## config.mk

```make
export PLATFORM = sky130hd
export DESIGN_NAME = pgwalk
export DESIGN_NICKNAME = d
export VERILOG_FILES = /design/src/rtl/pgwalk_pkg.sv /design/src/rtl/pgwalk_bound.sv /design/src/rtl/pgwalk_entry_chk.sv /design/src/rtl/pgwalk.sv
export SDC_FILE = /design/constraint.sdc
export NUM_CORES = 1
export LEC_CHECK = 0
export BUFFER_PORTS_ARGS = -buffer_cell sky130_fd_sc_hd__clkbuf_2
export CAP_MARGIN = 15
export CORE_ASPECT_RATIO = 2
export CORE_MARGIN = 2
export CORE_UTILIZATION = 33
export CTS_CLUSTER_DIAMETER = 40
export DETAILED_ROUTE_END_ITERATION = 16
export GPL_TIMING_DRIVEN = 0
export PLACE_DENSITY = 0.61
export SLEW_MARGIN = 30
export SYNTH_ARGS = -nofsm -noshare
export SYNTH_HDL_FRONTEND = slang
export SYNTH_SLANG_ARGS = --single-unit
```

## constraint.sdc

```tcl
create_clock -name clk -period 3.5 [get_ports clk]
set_input_delay 0.7 -clock clk [delete_from_list [all_inputs] [get_ports clk]]
set_output_delay 0.7 -clock clk [all_outputs]
set_load 0.05 [all_outputs]
```

## src/rtl/pgwalk_pkg.sv

```systemverilog
package pgwalk_pkg;
  typedef enum logic [2:0] {
    TRAP_NONE   = 3'd0,
    TRAP_LEN    = 3'd1,
    TRAP_L1_INV = 3'd2,
    TRAP_L2_INV = 3'd3,
    TRAP_PROT   = 3'd4
  } trap_e;

  typedef enum logic [1:0] {
    ACC_RD  = 2'd0,
    ACC_WR  = 2'd1,
    ACC_EX  = 2'd2,
    ACC_RSV = 2'd3
  } acc_e;

  typedef enum logic [2:0] {
    ST_IDLE, ST_CHECK, ST_READ_L1, ST_READ_L2, ST_DONE, ST_FAULT
  } walk_st_e;

  localparam int ENT_VALID_BIT = 0;
  localparam int ENT_RD_BIT    = 1;
  localparam int ENT_WR_BIT    = 2;
  localparam int ENT_EX_BIT    = 3;
endpackage

```

## src/rtl/pgwalk_bound.sv

```systemverilog
module pgwalk_bound #(
  parameter int VPN_W = 20
) (
  input  logic [VPN_W-1:0] vpn,
  input  logic [VPN_W:0]   limit,
  output logic             in_range
);
  assign in_range = {1'b0, vpn} < limit;
endmodule

```

## src/rtl/pgwalk_entry_chk.sv

```systemverilog
module pgwalk_entry_chk
  import pgwalk_pkg::*;
#(
  parameter int ENT_W = 32,
  parameter int OFF_W = 12,
  parameter bit LEAF  = 1'b0
) (
  input  logic [ENT_W-1:0]       entry,
  input  logic [1:0]             acc,
  output logic [ENT_W-OFF_W-1:0] frame,
  output trap_e                  trap
);
  logic perm_ok;
  logic unused_rsv;

  assign frame      = entry[ENT_W-1:OFF_W];
  assign unused_rsv = ^entry[OFF_W-1:ENT_EX_BIT+1];

  always_comb begin
    unique case (acc)
      2'd0:    perm_ok = entry[ENT_RD_BIT];
      2'd1:    perm_ok = entry[ENT_WR_BIT];
      2'd2:    perm_ok = entry[ENT_EX_BIT];
      default: perm_ok = 1'b0;
    endcase
  end

  always_comb begin
    if (!entry[ENT_VALID_BIT])
      trap = LEAF ? TRAP_L2_INV : TRAP_L1_INV;
    else if (LEAF && !perm_ok)
      trap = TRAP_PROT;
    else
      trap = TRAP_NONE;
  end
endmodule

```

## src/rtl/pgwalk.sv

```systemverilog
module pgwalk
  import pgwalk_pkg::*;
#(
  parameter int IDX_W  = 10,
  parameter int OFF_W  = 12,
  parameter int ADDR_W = 2*IDX_W + OFF_W
) (
  input  logic                 clk,
  input  logic                 rst_n,
  input  logic [ADDR_W-1:0]    cfg_base,
  input  logic [2*IDX_W:0]     cfg_len,
  input  logic                 req_valid,
  output logic                 req_ready,
  input  logic [ADDR_W-1:0]    req_vaddr,
  input  logic [1:0]           req_acc,
  output logic                 mem_req_valid,
  input  logic                 mem_req_ready,
  output logic [ADDR_W-1:0]    mem_req_addr,
  input  logic                 mem_rsp_valid,
  input  logic [ADDR_W-1:0]    mem_rsp_data,
  output logic                 out_valid,
  input  logic                 out_ready,
  output logic [ADDR_W-1:0]    out_paddr,
  output logic [2:0]           out_trap,
  output logic                 busy
);
  localparam int VPN_W   = 2*IDX_W;
  localparam int FRAME_W = ADDR_W - OFF_W;
  localparam int LEVELS  = 2;

  walk_st_e            state_q;
  logic [ADDR_W-1:0]   vaddr_q;
  logic [1:0]          acc_q;
  logic                waiting_q;
  logic [FRAME_W-1:0]  l1_frame_q;
  logic [ADDR_W-1:0]   paddr_q;
  trap_e               trap_q;

  logic [VPN_W-1:0]    vpn;
  logic [IDX_W-1:0]    outer_idx, inner_idx;
  logic [ADDR_W-1:0]   l1_addr, l2_addr;
  logic                in_range;
  logic [FRAME_W-1:0]  lvl_frame [LEVELS];
  trap_e               lvl_trap  [LEVELS];

  assign vpn       = vaddr_q[ADDR_W-1:OFF_W];
  assign outer_idx = vaddr_q[ADDR_W-1 -: IDX_W];
  assign inner_idx = vaddr_q[OFF_W +: IDX_W];
  assign l1_addr   = cfg_base + ADDR_W'({outer_idx, 2'b00});
  assign l2_addr   = ADDR_W'({l1_frame_q, inner_idx, 2'b00});

  pgwalk_bound #(.VPN_W(VPN_W)) u_bound (
    .vpn(vpn), .limit(cfg_len), .in_range(in_range)
  );

  for (genvar lv = 0; lv < LEVELS; lv++) begin : g_lvl
    pgwalk_entry_chk #(
      .ENT_W(ADDR_W), .OFF_W(OFF_W), .LEAF(lv == LEVELS-1)
    ) u_chk (
      .entry(mem_rsp_data), .acc(acc_q),
      .frame(lvl_frame[lv]), .trap(lvl_trap[lv])
    );
  end

  always_ff @(posedge clk) begin
    if (!rst_n) begin
      state_q    <= ST_IDLE;
      vaddr_q    <= '0;
      acc_q      <= '0;
      waiting_q  <= 1'b0;
      l1_frame_q <= '0;
      paddr_q    <= '0;
      trap_q     <= TRAP_NONE;
    end else begin
      unique case (state_q)
        ST_IDLE: if (req_valid) begin
          vaddr_q <= req_vaddr;
          acc_q   <= req_acc;
          paddr_q <= '0;
          trap_q  <= TRAP_NONE;
          state_q <= ST_CHECK;
        end
        ST_CHECK: begin
          if (in_range) state_q <= ST_READ_L1;
          else begin
            trap_q  <= TRAP_LEN;
            state_q <= ST_FAULT;
          end
        end
        ST_READ_L1: begin
          if (!waiting_q) begin
            if (mem_req_ready) waiting_q <= 1'b1;
          end else if (mem_rsp_valid) begin
            waiting_q <= 1'b0;
            if (lvl_trap[0] != TRAP_NONE) begin
              trap_q  <= lvl_trap[0];
              state_q <= ST_FAULT;
            end else begin
              l1_frame_q <= lvl_frame[0];
              state_q    <= ST_READ_L2;
            end
          end
        end
        ST_READ_L2: begin
          if (!waiting_q) begin
            if (mem_req_ready) waiting_q <= 1'b1;
          end else if (mem_rsp_valid) begin
            waiting_q <= 1'b0;
            if (lvl_trap[1] != TRAP_NONE) begin
              trap_q  <= lvl_trap[1];
              state_q <= ST_FAULT;
            end else begin
              paddr_q <= {lvl_frame[1], vaddr_q[OFF_W-1:0]};
              state_q <= ST_DONE;
            end
          end
        end
        ST_DONE, ST_FAULT: if (out_ready) state_q <= ST_IDLE;
        default: state_q <= ST_IDLE;
      endcase
    end
  end

  assign req_ready     = (state_q == ST_IDLE);
  assign busy          = (state_q != ST_IDLE);
  assign mem_req_valid = ((state_q == ST_READ_L1) || (state_q == ST_READ_L2)) && !waiting_q;
  assign mem_req_addr  = (state_q == ST_READ_L2) ? l2_addr : l1_addr;
  assign out_valid     = (state_q == ST_DONE) || (state_q == ST_FAULT);
  assign out_paddr     = paddr_q;
  assign out_trap      = trap_q;

  a_r5_len_no_mem: assert property (@(posedge clk) disable iff (!rst_n)
    mem_req_valid |-> in_range);
  a_r9_one_walk: assert property (@(posedge clk) disable iff (!rst_n)
    busy |-> !req_ready);
  a_r10_out_hold: assert property (@(posedge clk) disable iff (!rst_n)
    out_valid && !out_ready |=> out_valid && $stable(out_paddr) && $stable(out_trap));
  a_r11_mem_hold: assert property (@(posedge clk) disable iff (!rst_n)
    mem_req_valid && !mem_req_ready |=> mem_req_valid && $stable(mem_req_addr));
  a_r4_done_no_trap: assert property (@(posedge clk) disable iff (!rst_n)
    $rose(out_valid) && (out_trap == 3'd0) |-> $past(mem_rsp_valid));
endmodule

```

# ---- Word-level counts from Yosys, hierarchy flattened
# Index checks and enable logic that the tools add are counted.
dict set report word_totals {
  register_bits 93
  in_bits 125
  output_inout_bits 71
  wordCells 77
}
dict set report classes {
  addsub 1
  order_cmp 1
  n_eq_ne 17
  n_mux 32
  n_bitwise 1
  n_reduce_logical 18
}
# cell n
set ops {}
lappend ops {{$mux 32} 5}
lappend ops {{$pmux 32 s2} 1}
lappend ops {{$mux 3} 18}
lappend ops {{$add 32x12->32} 1}
lappend ops {{$lt 20x21->1} 1}
lappend ops {{$ne 2x2->1 const B} 10}
lappend ops {{$pmux 3 s5} 1}
lappend ops {{$pmux 3 s4} 1}
lappend ops {{$reduce_and 9->1} 1}
lappend ops {{$reduce_bool 3->1} 3}
lappend ops {{$eq 3x2->1 const B} 2}
lappend ops {{$eq 3x3->1 const B} 2}
lappend ops {{$reduce_and 6->1} 1}
lappend ops {{$reduce_and 5->1} 1}
lappend ops {{$mux 1} 4}
lappend ops {{$reduce_and 4->1} 1}
lappend ops {{$reduce_bool 4->1} 1}
lappend ops {{$reduce_or 2->1} 2}
lappend ops {{$eq 3x1->1 const B} 1}
lappend ops {{$logic_not 3->1} 1}
lappend ops {{$pmux 1 s3} 1}
lappend ops {{$eq 2x1->1 const B} 1}
lappend ops {{$eq 2x2->1 const B} 1}
lappend ops {{$logic_not 2->1} 1}
lappend ops {{other kinds (7)} 8}

# ---- Logic depth before layout (Yosys ltp)
dict set report logic_depth {
  depth_word 9
  ltp_mapped 9
  mapped_depth_nobuf 8
}

# ---- By module
# A second synthesis with hierarchy kept.
dict set report unflattened {
  cells_unflattened 731
  hier_area_um2 5705.5
}
# module instances cells_each area_each_um2 seq_area_each_um2
set modules_own_cells {}
lappend modules_own_cells {pgwalk 1 613 4862.2 1861.8}
lappend modules_own_cells {pgwalk_bound 1 69 484.2 0.0}
lappend modules_own_cells {{pgwalk_entry_chk at g_lvl[1].u_chk} 1 25 186.4 0.0}
lappend modules_own_cells {{pgwalk_entry_chk at g_lvl[0].u_chk} 1 24 172.7 0.0}

# ---- Worst setup path after synthesis
# OpenSTA, ideal clock, no wires.
dict set report synth_path {
  path_kind {in2out}
  from {in cfg_base[2]}
  to {out mem_req_addr[16]}
  arrival_ns 3.175
  t_required_ns 2.800
  setup_slack_ns -0.375
  path_stages 9
  path_buffers 1
  path_cell_list {ha_1 fa_1 a21o_2 nand4_1 a21o_1 buf_6 a211oi_1 xnor2_1 o21ai_0}
}
dict set report synth_via {
  elab_chain_cells 2
}
# item line
set synth_rtl {}
lappend synth_rtl {{from (decl)} pgwalk.sv:10} ;# input logic [ADDR_W-1:0] cfg_base,
lappend synth_rtl {{$add 32x12->32} pgwalk.sv:49} ;# assign l1_addr = cfg_base + ADDR_W'({outer_idx, 2'b00});
lappend synth_rtl {{$mux 32} pgwalk.sv:127} ;# assign mem_req_addr = (state_q == ST_READ_L2) ? l2_addr : l1_addr;
lappend synth_rtl {{to (decl)} pgwalk.sv:18} ;# output logic [ADDR_W-1:0] mem_req_addr,
# Every way passes these cells.

# ---- Worst setup path after layout
dict set report layout_path {
  from {in cfg_base[2]}
  to {out mem_req_addr[26]}
}
# The elaborated chain is that of the path after synthesis.

==> impl_metrics.tcl <==
set metrics [dict create \
    drt_pre_antenna_iters 5 \
    clkLatencyLatePin_ps 350 \
    portBuffers 186 \
    wl_per_cell_um 15.2 \
    reg2reg_to "out_trap[1]$_SDFFE_PN0P_" \
    fmax_mhz 291 \
    dpl_cell_area_mm2 0.00643 \
    worstPathMaxFanout 5 \
    initial_core_util 0.335 \
    hold_viol_final 0 \
    synthToLayoutAreaGrowth_pct 31.8 \
    setup.worst_path.start "cfg_base[2]" \
    hp-start "out_paddr[27]$_SDFFE_PN0P_" \
    drc 0 \
    synth_ff_type "dfxtp_1" \
    cts_max_path_buffers 2 \
    power_mw 3.43 \
    fin_crit_ps 3430 \
    final_core_util 0.442 \
    cts_root_buf "clkbuf_16" \
    layout_common_cells "nand2_1, clkbuf_2, a21oi_1" \
    slew_violations 0 \
    top_layer "met4" \
    ys_types 58 \
    coreArea_mm2 0.0156 \
    num_rows 65 \
    gp_congestion 0.903 \
    r2r_start "vaddr_q[28]$_SDFFE_PN0P_" \
    wl_met1_mm 7.18 \
    antenna_found_initial 0 \
    grt_pass1_vias 5218 \
    dieWidth_um 93.0 \
    pin_count 196 \
    r2r_slack_ps 1190 \
    required_ps 2800 \
    wl_mm 16.9 \
    maxCapViolations 0 \
    tritoncts "done" \
    cts_buffers 9 \
    holdCritPathClass "flip-flop to flip-flop" \
    nNetsFinal 1063 \
    grt_start_max_net_pins 18 \
    start_kind "input pin" \
    synth_edf_count 0 \
    p_leak_nw 2.96 \
    worstPathArrival_ps 2730 \
    wl_met3_mm 1.45 \
    syn_area_per_cell_um2 7.40 \
    cts_sinks 93 \
    worstRegToRegCells 7 \
    fin_cells 1114 \
    drt_iter0_drc 246 \
    ys_seq_area_frac 0.356 \
    timing.final.crit_share 0.981 \
    finalClockSkew_ps 10.4 \
    synth.cell_area_mm2 0.00523 \
    vias_per_cell 5.01 \
    cts_hold_buffers 0 \
    drive_gt1_frac 0.277 \
    critPathCaptureType "output pin" \
    cts_htree_levels 3 \
    synthCells 707 \
    relSlewSlack 0.560 \
    synthTopCellsByArea "dfxtp_1, nand2_1, a21oi_1, ha_1, nand3_1" \
    dp_cells 1094 \
    setup_violations 0 \
    ant_nets 0 \
    rsz0062_at_grt "yes" \
    route.met2.wl_mm 8.08 \
    place_hpwl_mm 13.5 \
    fp.dieH_um 182 \
    yosysTopAreaCell "dfxtp_1" \
    synth_seq_cells 93 \
    final_area_mm2 0.00689 \
    grtUsageTotal 0.196 \
    crit_type "input pin to output pin" \
    powerDensity_mw_per_mm2 498 \
    vias 5584 \
    synthArstFlopShare 0 \
    run_status "complete, no violations" \
    tightest_slew_ps 661 \
    critPathCapture "mem_req_addr[26]" \
    clkTransAtPathRegs_ps 60 \
    ir_worst_vdd_mv 0.292 \
    grt_pass1_wl_mm 26.5 \
    preCtsSetupSlack_ps -59.9 \
    synthesis.nets 862 \
    grt-ovfl-total 0 \
    layout_commonest_cell "nand2_1" \
    diodes 0 \
    netlist.area_leader.share 0.356 \
    synth_warnings 0 \
    die-area_mm2 0.0169 \
    finalWorstSetupSlack_ps 66.9 \
]
-- kinds of logic (layout without fill, tap and decap cells) --
logic type,after synthesis,in the layout,share of synthesized area
and+or+nand+nor,300,300,0.256
AOI/OAI and AO/OA,187,187,0.208
DFF,93,93,0.356
buffers and inverters,69,275,0.0593
adders and majority gates,30,30,0.0732
xor gates and xnor gates,24,24,0.0402
muxes,4,4,0.00765
-- flip-flops by register name, indices dropped and copies added (netlist names) --
signal	cells
l1_frame_q	20
acc_q	2
vaddr_q	32
out_trap	3
waiting_q	1
state_q	3
out_paddr	32
-- critical path, stage by stage --
cell       delay, ps
buf_6            100
ha_4             160
fa_2             380
a21o_2           230
nand4_1          100
a21o_1           190
buf_6            160
a2111oi_4         90
a31o_1           250
a31oi_2          210
buf_8            170
-- cell usage after synthesis (4+ instances only) --
master,n
nor2_1,19
o21ai_0,26
buf_4,4
nor2b_1,6
mux2i_1,4
a31oi_1,4
a21o_1,7
a211oi_1,8
buf_2,12
nand3_1,39
ha_1,29
xnor2_1,21
inv_1,27
nor3_1,6
and2_1,5
nor4_1,4
a21oi_1,117
dfxtp_1,93
nand2_1,194
clkbuf_1,22
nand4_1,7
-- timing repair --
item / in CTS / in global routing
setup endpoints to repair: 3 / 19
pin swaps: 0 / 10
setup buffers: 0 / 3
gates resized for setup: 4 / 21
gates cloned: 0 / 1
-- layer usage --
layer  vias to the layer above  GRT usage
met1                      2523      0.255
li1                       2816          -
met4                         0     0.0518
met2                       229      0.321
met3                        16     0.0500
met5                         -          0
-- worst min path at each step --
stage                                       to  slack (ps)  cells past startpoint
floorplan              vaddr_q[0]$_SDFFE_PN0P_         440                      2
global placement     out_paddr[0]$_SDFFE_PN0P_         440                      2
detailed placement  out_paddr[25]$_SDFFE_PN0P_         450                      2
CTS                    vaddr_q[0]$_SDFFE_PN0P_         460                      2
global route           vaddr_q[4]$_SDFFE_PN0P_         470                      2
finish              out_paddr[27]$_SDFFE_PN0P_         450                      2
-- per-stage QoR --
step | hold slack, ps | setup TNS (ps)
after floorplan | 437 | 0
after global placement | 439 | -119
final | 455 | 0
after CTS | 458 | 0
after global routing | 472 | -23.4
after detailed placement | 445 | -83.7
-- area by class of cell --
cell class / count / area (um2)
clock inverter: 7 / 105
inverter: 28 / 105
buffer: 41 / 205
timing repair buffer: 190 / 1000
multi-input combinational: 545 / 3130
fill: 1671 / 8720
clock buffer: 9 / 225
tap: 201 / 251
sequential: 93 / 1870
-- power by group --
group	internal, mW	leakage (nW)	total, mW	switching (mW)
Clock	0.639	0.164	1.09	0.447
Sequential	1.12	0.755	1.17	0.0544
Combinational	0.363	2.04	1.17	0.810
No activity file was read; power rests on OpenSTA's default activity.
